$ cat src/rtl/tps_pkg.sv
package tps_pkg;
   // next index in a ring of n slots
   function automatic int ring_next(input int v, input int n);
      return (v >= n - 1) ? 0 : v + 1;
   endfunction
endpackage

$ cat src/rtl/tps_fifo.sv
module tps_fifo #(
   parameter int DEPTH = 24,
   parameter int W     = 5
) (
   input  logic                       clk,
   input  logic                       rst_n,
   input  logic                       push,
   input  logic [W-1:0]               din,
   input  logic                       pop,
   output logic [W-1:0]               dout,
   output logic [$clog2(DEPTH+1)-1:0] count,
   output logic                       full,
   output logic                       empty
);
   localparam int PTR_W = (DEPTH > 1) ? $clog2(DEPTH) : 1;
   localparam int CNT_W = $clog2(DEPTH + 1);

   logic [W-1:0]     mem [DEPTH];
   logic [PTR_W-1:0] wr_ptr, rd_ptr;

   always_ff @(posedge clk) begin
      if (!rst_n) begin
         wr_ptr <= '0;
         rd_ptr <= '0;
         count  <= '0;
      end else begin
         if (push) begin
            mem[wr_ptr] <= din;
            wr_ptr      <= PTR_W'(tps_pkg::ring_next(int'(wr_ptr), DEPTH));
         end
         if (pop)
            rd_ptr <= PTR_W'(tps_pkg::ring_next(int'(rd_ptr), DEPTH));
         case ({push, pop})
            2'b10:   count <= count + CNT_W'(1);
            2'b01:   count <= count - CNT_W'(1);
            default: count <= count;
         endcase
      end
   end

   assign dout  = mem[rd_ptr];
   assign full  = (count == CNT_W'(DEPTH));
   assign empty = (count == '0);
endmodule

$ cat src/rtl/tps_scan.sv
module tps_scan #(
   parameter int NUM_PORTS = 16
) (
   input  logic                                         clk,
   input  logic                                         rst_n,
   input  logic                                         advance,
   output logic [((NUM_PORTS > 1) ? $clog2(NUM_PORTS) : 1)-1:0] ptr
);
   localparam int PORT_W = (NUM_PORTS > 1) ? $clog2(NUM_PORTS) : 1;

   always_ff @(posedge clk) begin
      if (!rst_n)
         ptr <= '0;
      else if (advance)
         ptr <= PORT_W'(tps_pkg::ring_next(int'(ptr), NUM_PORTS));
   end
endmodule

$ cat src/rtl/tps_sched.sv
module tps_sched #(
   parameter int NUM_PORTS   = 16,
   parameter int QUEUE_DEPTH = 24,
   parameter int TID_W       = 5
) (
   input  logic                                               clk,
   input  logic                                               rst_n,
   input  logic                                               enq_valid,
   input  logic [TID_W-1:0]                                   enq_tid,
   output logic                                               enq_ready,
   input  logic [NUM_PORTS-1:0]                               port_rdy,
   output logic                                               asg_valid,
   output logic [TID_W-1:0]                                   asg_tid,
   output logic [((NUM_PORTS > 1) ? $clog2(NUM_PORTS) : 1)-1:0] asg_port,
   output logic [NUM_PORTS-1:0]                               rdy_clr,
   output logic [$clog2(QUEUE_DEPTH+1)-1:0]                   q_len
);
   localparam int PORT_W = (NUM_PORTS > 1) ? $clog2(NUM_PORTS) : 1;

   generate
      if (NUM_PORTS < 2) begin : g_bad_ports
         $error("tps_sched: NUM_PORTS must be at least 2");
      end
      if (QUEUE_DEPTH < 2) begin : g_bad_depth
         $error("tps_sched: QUEUE_DEPTH must be at least 2");
      end
      if (TID_W < 1) begin : g_bad_tid
         $error("tps_sched: TID_W must be positive");
      end
   endgenerate

   logic              q_full, q_empty, push, hit;
   logic [TID_W-1:0]  head_tid;
   logic [PORT_W-1:0] scan_ptr;

   assign enq_ready = !q_full;
   assign push      = enq_valid && !q_full;
   assign hit       = !q_empty && port_rdy[scan_ptr];

   tps_fifo #(.DEPTH(QUEUE_DEPTH), .W(TID_W)) u_queue (
      .clk   (clk),
      .rst_n (rst_n),
      .push  (push),
      .din   (enq_tid),
      .pop   (hit),
      .dout  (head_tid),
      .count (q_len),
      .full  (q_full),
      .empty (q_empty)
   );

   tps_scan #(.NUM_PORTS(NUM_PORTS)) u_scan (
      .clk     (clk),
      .rst_n   (rst_n),
      .advance (!q_empty),
      .ptr     (scan_ptr)
   );

   assign asg_valid = hit;
   assign asg_tid   = head_tid;
   assign asg_port  = scan_ptr;

   generate
      for (genvar g = 0; g < NUM_PORTS; g++) begin : g_clr
         assign rdy_clr[g] = hit && (scan_ptr == PORT_W'(g));
      end
   endgenerate
endmodule

$ cat config.mk
export PLATFORM = sky130hd
export DESIGN_NAME = tps_sched
export DESIGN_NICKNAME = d
export VERILOG_FILES = /design/src/rtl/tps_pkg.sv /design/src/rtl/tps_fifo.sv /design/src/rtl/tps_scan.sv /design/src/rtl/tps_sched.sv
export SDC_FILE = /design/constraint.sdc
export NUM_CORES = 1
export LEC_CHECK = 0
export BUFFER_PORTS_ARGS = -buffer_cell sky130_fd_sc_hd__buf_2
export CORE_MARGIN = 1.5
export CORE_UTILIZATION = 30
export DETAILED_ROUTE_END_ITERATION = 10
export SLEW_MARGIN = 25
export SYNTH_ARGS = -nofsm -noshare
export SYNTH_HDL_FRONTEND = slang
export SYNTH_SLANG_ARGS = --single-unit
$ cat constraint.sdc
create_clock -name clk -period 4.3 [get_ports clk]
set_clock_uncertainty 0.1 [all_clocks]
set_input_delay 0.645 -clock clk [delete_from_list [all_inputs] [get_ports clk]]
set_output_delay 0.645 -clock clk [all_outputs]
set_load 0.02 [all_outputs]
# Word level (Yosys, flattened, before mapping)
# Memory sizes are Yosys's and may differ from the RTL's. A register that Yosys moved wholly into a read port is not among the register bits.
# Cells that the tools add are included.
[word_totals] regBits=19 mem_bits_rw=120 in_bits=24 out_inout_bits=32 mem_count=1
[classes] addsub=5 order_cmp=4 eq_ne=18 mux=11 n_reduce_logical=23
[memory_table] name="u_queue.mem" words=24 word_bits=5 read_ports=1 rd_clocked_by_memory_dff=1 write_ports=1 line="tps_fifo.sv:18" source="logic [W-1:0] mem [DEPTH];"
[ops] operator="$eq 4x4->1 const B" count=8
[ops] operator="$mux 5" count=4
[ops] operator="$logic_and 1x1->1" count=18
[ops] operator="$eq 4x3->1 const B" count=4
[ops] operator="$add 5x1->5 const B" count=3
[ops] operator="$ge 5x5->1 const B" count=2
[ops] operator="$pmux 5 s2" count=1
[ops] operator="$eq 4x2->1 const B" count=2
[ops] operator="$eq 5x5->1 const B" count=1
[ops] operator="$logic_not 5->1" count=1
[ops] operator="$lt 4x5->1 const B" count=1
[ops] operator="$sub 5x1->5 const B" count=1
[ops] operator="$add 4x1->4 const B" count=1
[ops] operator="$bmux 1 s4" count=1
[ops] operator="$eq 4x1->1 const B" count=1
[ops] operator="$ge 4x4->1 const B" count=1
[ops] operator="$logic_not 4->1" count=1
[ops] operator="$mux 1" count=4
[ops] operator="$mux 4" count=1
[ops] operator="$eq 2x1->1 const B" count=1
[ops] operator="$eq 2x2->1 const B" count=1
[ops] operator="$logic_not 1->1" count=2
[ops] operator="$reduce_bool 2->1" count=1

# Logic depth before layout (Yosys ltp)
# Gate-level depths: netlist of run 1.
[logic_depth] depth_word=6 mapped_depth=13 depth_no_buf=12

# Modules after synthesis
# From an unflattened synthesis of run 1, not the netlist that was laid out.
[unflattened] cells_unflattened=435 area_unflattened_um2=6266.0
[by_module_without_submodules] mod="tps_fifo" n_inst=1 cells_each=377 area_per_inst_um2=5806.8 seq_area_each_um2=4003.8
[by_module_without_submodules] mod="tps_sched" n_inst=1 cells_each=40 area_per_inst_um2=272.8 seq_area_each_um2=0.0
[by_module_without_submodules] mod="tps_scan" n_inst=1 cells_each=18 area_per_inst_um2=186.4 seq_area_each_um2=80.1

# Least setup slack after synthesis of run 1
# Ideal clock, no wire load.
[synth_path] path_type="register to register" from="register u_queue.count[0]" to="register u_queue.count[4]" setup_time_ns=0.076 arrival_time_ns=3.188 path_slack_ns=0.936 stages_incl_launch_ff=13 n_path_buf=1 path_cell_list="dfxtp_1 or3_4 or3_1 clkbuf_2 nand3_1 nand2_2 ha_1 ha_1 nor2b_1 o21ai_0 a21oi_1 or4_1 a21boi_0"
[synth_between] elab_chain_cells=5 elab_cells_between_ends=12
[synth_lines] item="start: declaration" line="tps_fifo.sv:11" source="output logic [$clog2(DEPTH+1)-1:0] count,"
[synth_lines] item="start signal: assignment" line="tps_fifo.sv:34" source="2'b10: count <= count + CNT_W'(1);"
[synth_lines] item="start signal: assignment" line="tps_fifo.sv:35" source="2'b01: count <= count - CNT_W'(1);"
[synth_lines] item="start signal: assignment" line="tps_fifo.sv:36" source="default: count <= count;"
[synth_lines] item="$logic_not 5->1 *" line="tps_fifo.sv:43" source="assign empty = (count == '0);"
[synth_lines] item="$logic_not 1->1 *"
[synth_lines] item="$logic_and 1x1->1 *" line="tps_sched.sv:38" source="assign hit = !q_empty && port_rdy[scan_ptr];"
[synth_lines] item="via asg_valid" line="tps_sched.sv:12" source="output logic asg_valid,"
[synth_lines] item="$eq 2x1->1 or $eq 2x2->1 (tied branches)" line="tps_fifo.sv:33" source="case ({push, pop})"
[synth_lines] item="$pmux 5 s2 or $reduce_bool 2->1 (tied branches)"
# The timed path passes the listed nets; every way through them passes the cells marked *.
# A chain may end at the register's enable or synchronous reset.

# Worst setup path after layout of run 1
[layout_path] from="register u_scan.ptr[1] (netlist name)" to="register u_queue.count[4]"
[layout_between] elab_chain_cells=5 elab_cells_between_ends=7
[layout_lines] item="start: declaration" line="tps_scan.sv:7" source="output logic [((NUM_PORTS > 1) ? $clog2(NUM_PORTS) : 1)-1:0] ptr"
[layout_lines] item="start signal: assignment" line="tps_scan.sv:15" source="ptr <= PORT_W'(tps_pkg::ring_next(int'(ptr), NUM_PORTS));"
[layout_lines] item="$bmux 1 s4 *" line="tps_sched.sv:38"
[layout_lines] item="$mux 1 (not written as such) *" line="tps_sched.sv:38"
[layout_lines] item="$logic_and 1x1->1 *" line="tps_sched.sv:38"
[layout_lines] item="$eq 2x1->1 or $eq 2x2->1 (tied branches)" line="tps_fifo.sv:33"
[layout_lines] item="$pmux 5 s2 or $reduce_bool 2->1 (tied branches)"
# Every way passes the cells marked *; elsewhere a longest branch is shown, timed or not. The select of a mux whose other input is x is not followed.

==> results of run 1 <==
-- cells in the mapped netlist, drive strengths merged, types with 2 or more instances --
| cell type | count | area share [%] |
|---|---|---|
| inv | 10 | 0.59 |
| xnor2 | 2 | 0.27 |
| o21ai | 6 | 0.47 |
| clkbuf | 13 | 0.78 |
| xor2 | 2 | 0.27 |
| a32oi | 2 | 0.27 |
| a21boi | 5 | 0.59 |
| mux2i | 10 | 1.6 |
| nor2 | 32 | 1.9 |
| and3 | 6 | 0.59 |
| a211oi | 4 | 0.47 |
| a21oi | 5 | 0.39 |
| nand2 | 23 | 1.4 |
| nor3 | 4 | 0.31 |
| ha | 13 | 2.5 |
| nor4 | 2 | 0.20 |
| a22oi | 3 | 0.35 |
| or3b | 2 | 0.27 |
| dfxtp | 24 | 7.5 |
| o2bb2ai | 3 | 0.41 |
| nor2b | 9 | 0.88 |
| edfxtp | 120 | 56 |
| mux4 | 35 | 13 |
| nand3 | 9 | 0.71 |
| or3 | 3 | 0.37 |
| buf | 6 | 0.78 |
| o21a | 3 | 0.35 |
| a21o | 2 | 0.24 |
| a31oi | 3 | 0.29 |
| nand3b | 3 | 0.35 |
| and2 | 17 | 1.7 |
| mux2 | 10 | 1.8 |
-- registers in the layout (all words and copies together), names as in the netlist, named ones only --
| name | flops |
|---|---|
| u_queue.mem | 120 |
| u_queue.count | 5 |
| u_queue.rd_ptr | 5 |
| u_queue.wr_ptr | 5 |
| u_scan.ptr | 4 |
-- path summary, 6_finish.rpt --
check                    start                 to  slack (ns)  cells past startpoint
max              u_scan.ptr[1]   u_queue.count[4]        0.56                     12
min          u_queue.wr_ptr[1]  u_queue.wr_ptr[1]        0.45                      2
max reg2reg      u_scan.ptr[1]   u_queue.count[4]        0.56                     12
min reg2reg  u_queue.wr_ptr[1]  u_queue.wr_ptr[1]        0.45                      2
-- layout make-up --
class | count | area (um2) | area share, %
clock inverter | 14 | 156 | 2.08
clock buffer | 18 | 429 | 5.72
tap | 275 | 344 | 4.59
multi-input combinational | 230 | 2160 | 28.8
timing repair buffer | 57 | 290 | 3.87
inverter | 10 | 37.5 | 0.500
sequential | 144 | 4090 | 54.5
-- where the power goes --
group          switching [W]  internal [W]
sequential          0.000143       0.00156
clock               0.000594      0.000865
combinational       0.000530      0.000493
-- per-stage QoR --
stage,instances,cell area (um2),util (%)
after floorplan,403,6380,-
after global placement,716,6920,33.0
after detailed placement,716,6920,33.0
after CTS,748,7500,35.8
after global routing,748,7500,35.8
final,748,7500,35.8
-- layer usage --
| layer | wire [um] | GRT usage (%) | vias to the layer above |
|---|---|---|---|
| li1 | - | - | 1693 |
| met1 | 6000 | 16.4 | 1831 |
| met2 | 6510 | 20.5 | 112 |
| met3 | 605 | 3.03 | 7 |
| met4 | 82 | 4.36 | 0 |
| met5 | 0 | 0 | - |
-- critical path, delay by kind of cell, from the launching register on --
family	cells	cell delay, ns
AND/OR/NAND/NOR	5	1.23
flip-flops	1	0.73
adder cells (fa/ha/maj)	2	0.67
AO/OA/AOI/OAI	3	0.65
multiplexers	1	0.17
buffers and inverters	1	0.11
-- logic make-up after synthesis --
logic type / count (synthesis) / synth area share, %
fa+ha+maj: 14 / 2.86
compound gates: 40 / 4.37
flops: 144 / 64.0
simple gates: 117 / 9.43
xor+xnor: 4 / 0.549
buf+inv: 29 / 2.16
mux: 55 / 16.6
==> impl_metrics.json, run 1 <==
{
  "run_status": "finished clean",
  "crit_path_end_kind": "register",
  "total_power_w": 0.00419,
  "grt_antenna_before_repair": 0,
  "critical-path-max-stage-delay_ns": 0.73,
  "die_x_um": 149,
  "synth_edf_count": 120,
  "drt_first_pass_iters": 5,
  "grt_usage_pct": 12.6,
  "ant_nets": 0,
  "ys_types": 51,
  "drt_iter0_markers": 207,
  "die_y_um": 149,
  "row_count": 53,
  "hold_path_class": "register to register",
  "routedWlPerCell_um": 17.6,
  "hold_buffers": 0,
  "max-cap-violations": 0,
  "tightest_slew_ns": 0.793,
  "path_max_fanout": 15,
  "ys_ff_latch": 144,
  "ys_warn_count": 0,
  "required_ns": 4.54,
  "rsz0062_at_grt": "no",
  "numPortBuffers": 55,
  "ir_worst_vdd_mv": 0.342,
  "pre_cts_ws_ns": 0.561,
  "setup_ws_ns": 0.562,
  "clk_pin_slew_ns": 0.06,
  "syn_area_per_cell_um2": 15.8,
  "clk_latency_ns": 0.41,
  "core-area_mm2": 0.0210,
  "initial_core_util_pct": 30.5,
  "cts_sinks": 144,
  "setup_viol": 0,
  "cts_buffers": 17,
  "crit_chain": "mux2i_1 > a221oi_1 > nand3_1 > nand2_2 > ha_1 > inv_1 > fa_1 > nor2b_1 > o21ai_0 > and3_1 > or4_1 > a21boi_0",
  "area_delta_synth_final_pct": 17.6,
  "cts_root_buffer": "clkbuf_16",
  "fin_crit_sh_pct": 86.9,
  "synth_fp_nets": 441,
  "htree_levels": 4,
  "vias": 3643,
  "first_global_vias": 3683,
  "grt_max_degree": 31,
  "tns_ns": 0,
  "power_density_mw_per_mm2": 558,
  "timing.fmax_mhz": 268,
  "fin_hold_ws_ns": 0.449,
  "async_flop_share_pct": 0,
  "clock_path_buffers": 2,
  "dieArea_mm2": 0.0222,
  "path_class": "register to register",
  "p_leak_nw": 2.54,
  "min_period_ns": 3.74,
  "drc": 0,
  "cts_tree": "yes",
  "fin_nets": 498,
  "syn_area_mm2": 0.00638,
  "final_cell_mix": "edfxtp_1 (120), buf_2 (55), nor2_1 (32)",
  "layout_commonest_cell": "edfxtp_1",
  "worstSetupStartpointType": "register",
  "gp_congestion": 0.844,
  "yosysSeqAreaShare_pct": 64.0,
  "fill_cells": 2043,
  "grt_overflow": 0,
  "ioPinCount": 56,
  "synthCells": 403,
  "post_cts_buffers": 0,
  "hpwl_um": 8600,
  "post_cts_resized": 0,
  "worstPathArrival_ns": 3.98,
  "vias_per_cell": 4.87,
  "drive_gt1_share_pct": 25.8,
  "crit_path_top_delay_cell": "dfxtp_1",
  "grt_first_pass_wirelength_um": 20500,
  "diodes": 0,
  "wl_um": 13200,
  "slew_violations": 0,
  "hold_viol_final": 0,
  "slew_headroom_pct": 47.1,
  "synth_ff_type": "edfxtp_1"
}
(Power assumes the default switching activity.)
==> run 2, diff against run 1 <==
--- a/config.mk
+++ b/config.mk
@@ -9,6 +9,8 @@
 export CORE_MARGIN = 1.5
 export CORE_UTILIZATION = 30
 export DETAILED_ROUTE_END_ITERATION = 10
+export MAX_ROUTING_LAYER = met4
+export PLACE_DENSITY = 0.52
 export SLEW_MARGIN = 25
 export SYNTH_ARGS = -nofsm -noshare
 export SYNTH_HDL_FRONTEND = slang
==> impl_metrics.json, run 2 (synthesis gave the netlist of run 1 again) <==
{
  "htree_levels": 4,
  "post_cts_buffers": 0,
  "run_status": "finished clean",
  "cts_tree": "yes",
  "clk_latency_ns": 0.41,
  "switching_share_pct": 28.6,
  "seqPwrFrac_pct": 40.0,
  "path_max_fanout": 15,
  "cts_sinks": 144,
  "fin_crit_sh_pct": 85.3,
  "grt_first_pass_wirelength_um": 20800,
  "placedCellCount": 717,
  "cp-startpoint": "u_scan.ptr[1]",
  "ir_worst_vdd_mv": 0.378,
  "clk_pin_slew_ns": 0.06,
  "initial_core_util_pct": 30.5,
  "drt_first_pass_iters": 4,
  "row_count": 53,
  "core-area_mm2": 0.0210,
  "tightest_slew_ns": 0.692,
  "grt_antenna_before_repair": 0,
  "intPower_w": 0.00303,
  "crit_path_end_kind": "register",
  "first_global_vias": 3678,
  "vias_per_cell": 4.76,
  "gp_congestion": 0.825,
  "post_cts_resized": 0,
  "grt_usage_pct": 13.1,
  "wl_um": 13100,
  "ioPinCount": 56,
  "largest_register_ffs": 120,
  "cts_root_buffer": "clkbuf_16",
  "drt_iter0_markers": 204,
  "hold_buffers": 0,
  "timing.rr.end": "u_queue.count[4]",
  "ant_nets": 0,
  "worstReg2RegStart": "u_scan.ptr[1]",
  "grt_overflow": 0,
  "routedWlPerCell_um": 17.5,
  "top_register": "u_queue.mem",
  "slew_headroom_pct": 53.9,
  "required_ns": 4.54,
  "area_delta_synth_final_pct": 18.2,
  "rsz0062_at_grt": "no",
  "grt_max_degree": 31,
  "p_comb_share_pct": 24.1,
  "vias": 3568,
  "power_density_mw_per_mm2": 564,
  "die_y_um": 149,
  "die_x_um": 149,
  "cts_buffers": 17,
  "clock_path_buffers": 2,
  "timing.fmax_mhz": 273,
  "hold_path_class": "register to register",
  "p_leak_nw": 2.56,
  "clock_power_share_pct": 35.9,
  "final_cells": 749,
  "drive_gt1_share_pct": 25.5,
  "slew_violations": 0,
  "path_class": "register to register",
  "dieArea_mm2": 0.0222,
  "tns_ns": 0,
  "worstSetupStartpointType": "register",
  "worstPathArrival_ns": 3.90,
  "r2r_setup_slack_ns": 0.63,
  "p_sw_w": 0.00122,
  "layout_commonest_cell": "edfxtp_1",
  "max-cap-violations": 0,
  "critPathCapture": "u_queue.count[4]",
  "ff2ff_path_depth": 12,
  "min_period_ns": 3.67,
  "fin_nets": 499,
  "hpwl_um": 8660,
  "hold_viol_final": 0,
  "diodes": 0,
  "numPortBuffers": 55,
  "fin_hold_ws_ns": 0.441,
  "drc": 0,
  "setup_viol": 0,
  "final_cell_mix": "edfxtp_1 (120), buf_2 (55), nor2_1 (32)"
}
-- run 2: power groups by stage --
stage                     sequential (W)  clock (W)  combinational [W]
final                            0.00170    0.00152            0.00103
after global routing             0.00172    0.00162            0.00113
after CTS                        0.00170    0.00156            0.00105
after detailed placement         0.00173          0            0.00104
after global placement           0.00173          0            0.00103
after floorplan                  0.00168          0           0.000805
-- run 2: cell type report --
cell class                 count  area [um2]
clock inverter                13         184
tap                          275         344
sequential                   144        4090
inverter                      10        37.5
fill                        2024       13400
timing repair buffer          58         298
multi-input combinational    230        2160
clock buffer                  19         433
-- run 2: per-stage QoR --
stage	utilization [%]	setup slack [ns]	instance area, um2	power (W)
global route	36.0	0.376	7540	0.00447
floorplan	-	0.936	6380	0.00249
detailed placement	33.0	0.622	6920	0.00277
global placement	33.0	0.784	6920	0.00276
CTS	36.0	0.544	7540	0.00432
finish	36.0	0.631	7540	0.00425
-- run 2: worst min-delay path by stage --
stage / from / endpoint / slack, ns / cells after the start
after floorplan: u_queue.rd_ptr[1] / register / 0.39 / 2
after global placement: u_queue.wr_ptr[1] / u_queue.wr_ptr[1] / 0.43 / 2
after detailed placement: u_queue.wr_ptr[1] / u_queue.wr_ptr[1] / 0.43 / 2
after CTS: u_queue.wr_ptr[1] / u_queue.wr_ptr[1] / 0.44 / 2
after global routing: u_queue.wr_ptr[1] / u_queue.wr_ptr[1] / 0.50 / 2
final: u_queue.wr_ptr[1] / u_queue.wr_ptr[1] / 0.44 / 2
-- run 2: worst max-delay path: stages (launching register included) --
cell      delay, ns
dfxtp_1        0.75
mux2i_1        0.16
a221oi_1       0.39
nand3_1        0.26
nand2_2        0.22
ha_1           0.25
inv_1          0.10
fa_1           0.40
nor2b_1        0.12
o21ai_0        0.09
and3_1         0.20
or4_1          0.38
a21boi_0       0.17
-- run 2: metal layers --
| metal | wire length (um) | GRT usage, % | share of wire (%) |
|---|---|---|---|
| met5 | 0 | - | 0 |
| met4 | 146 | 3.81 | 1.1 |
| met3 | 435 | 3.39 | 3.3 |
| met2 | 6500 | 21.1 | 50 |
| met1 | 6040 | 16.4 | 46 |
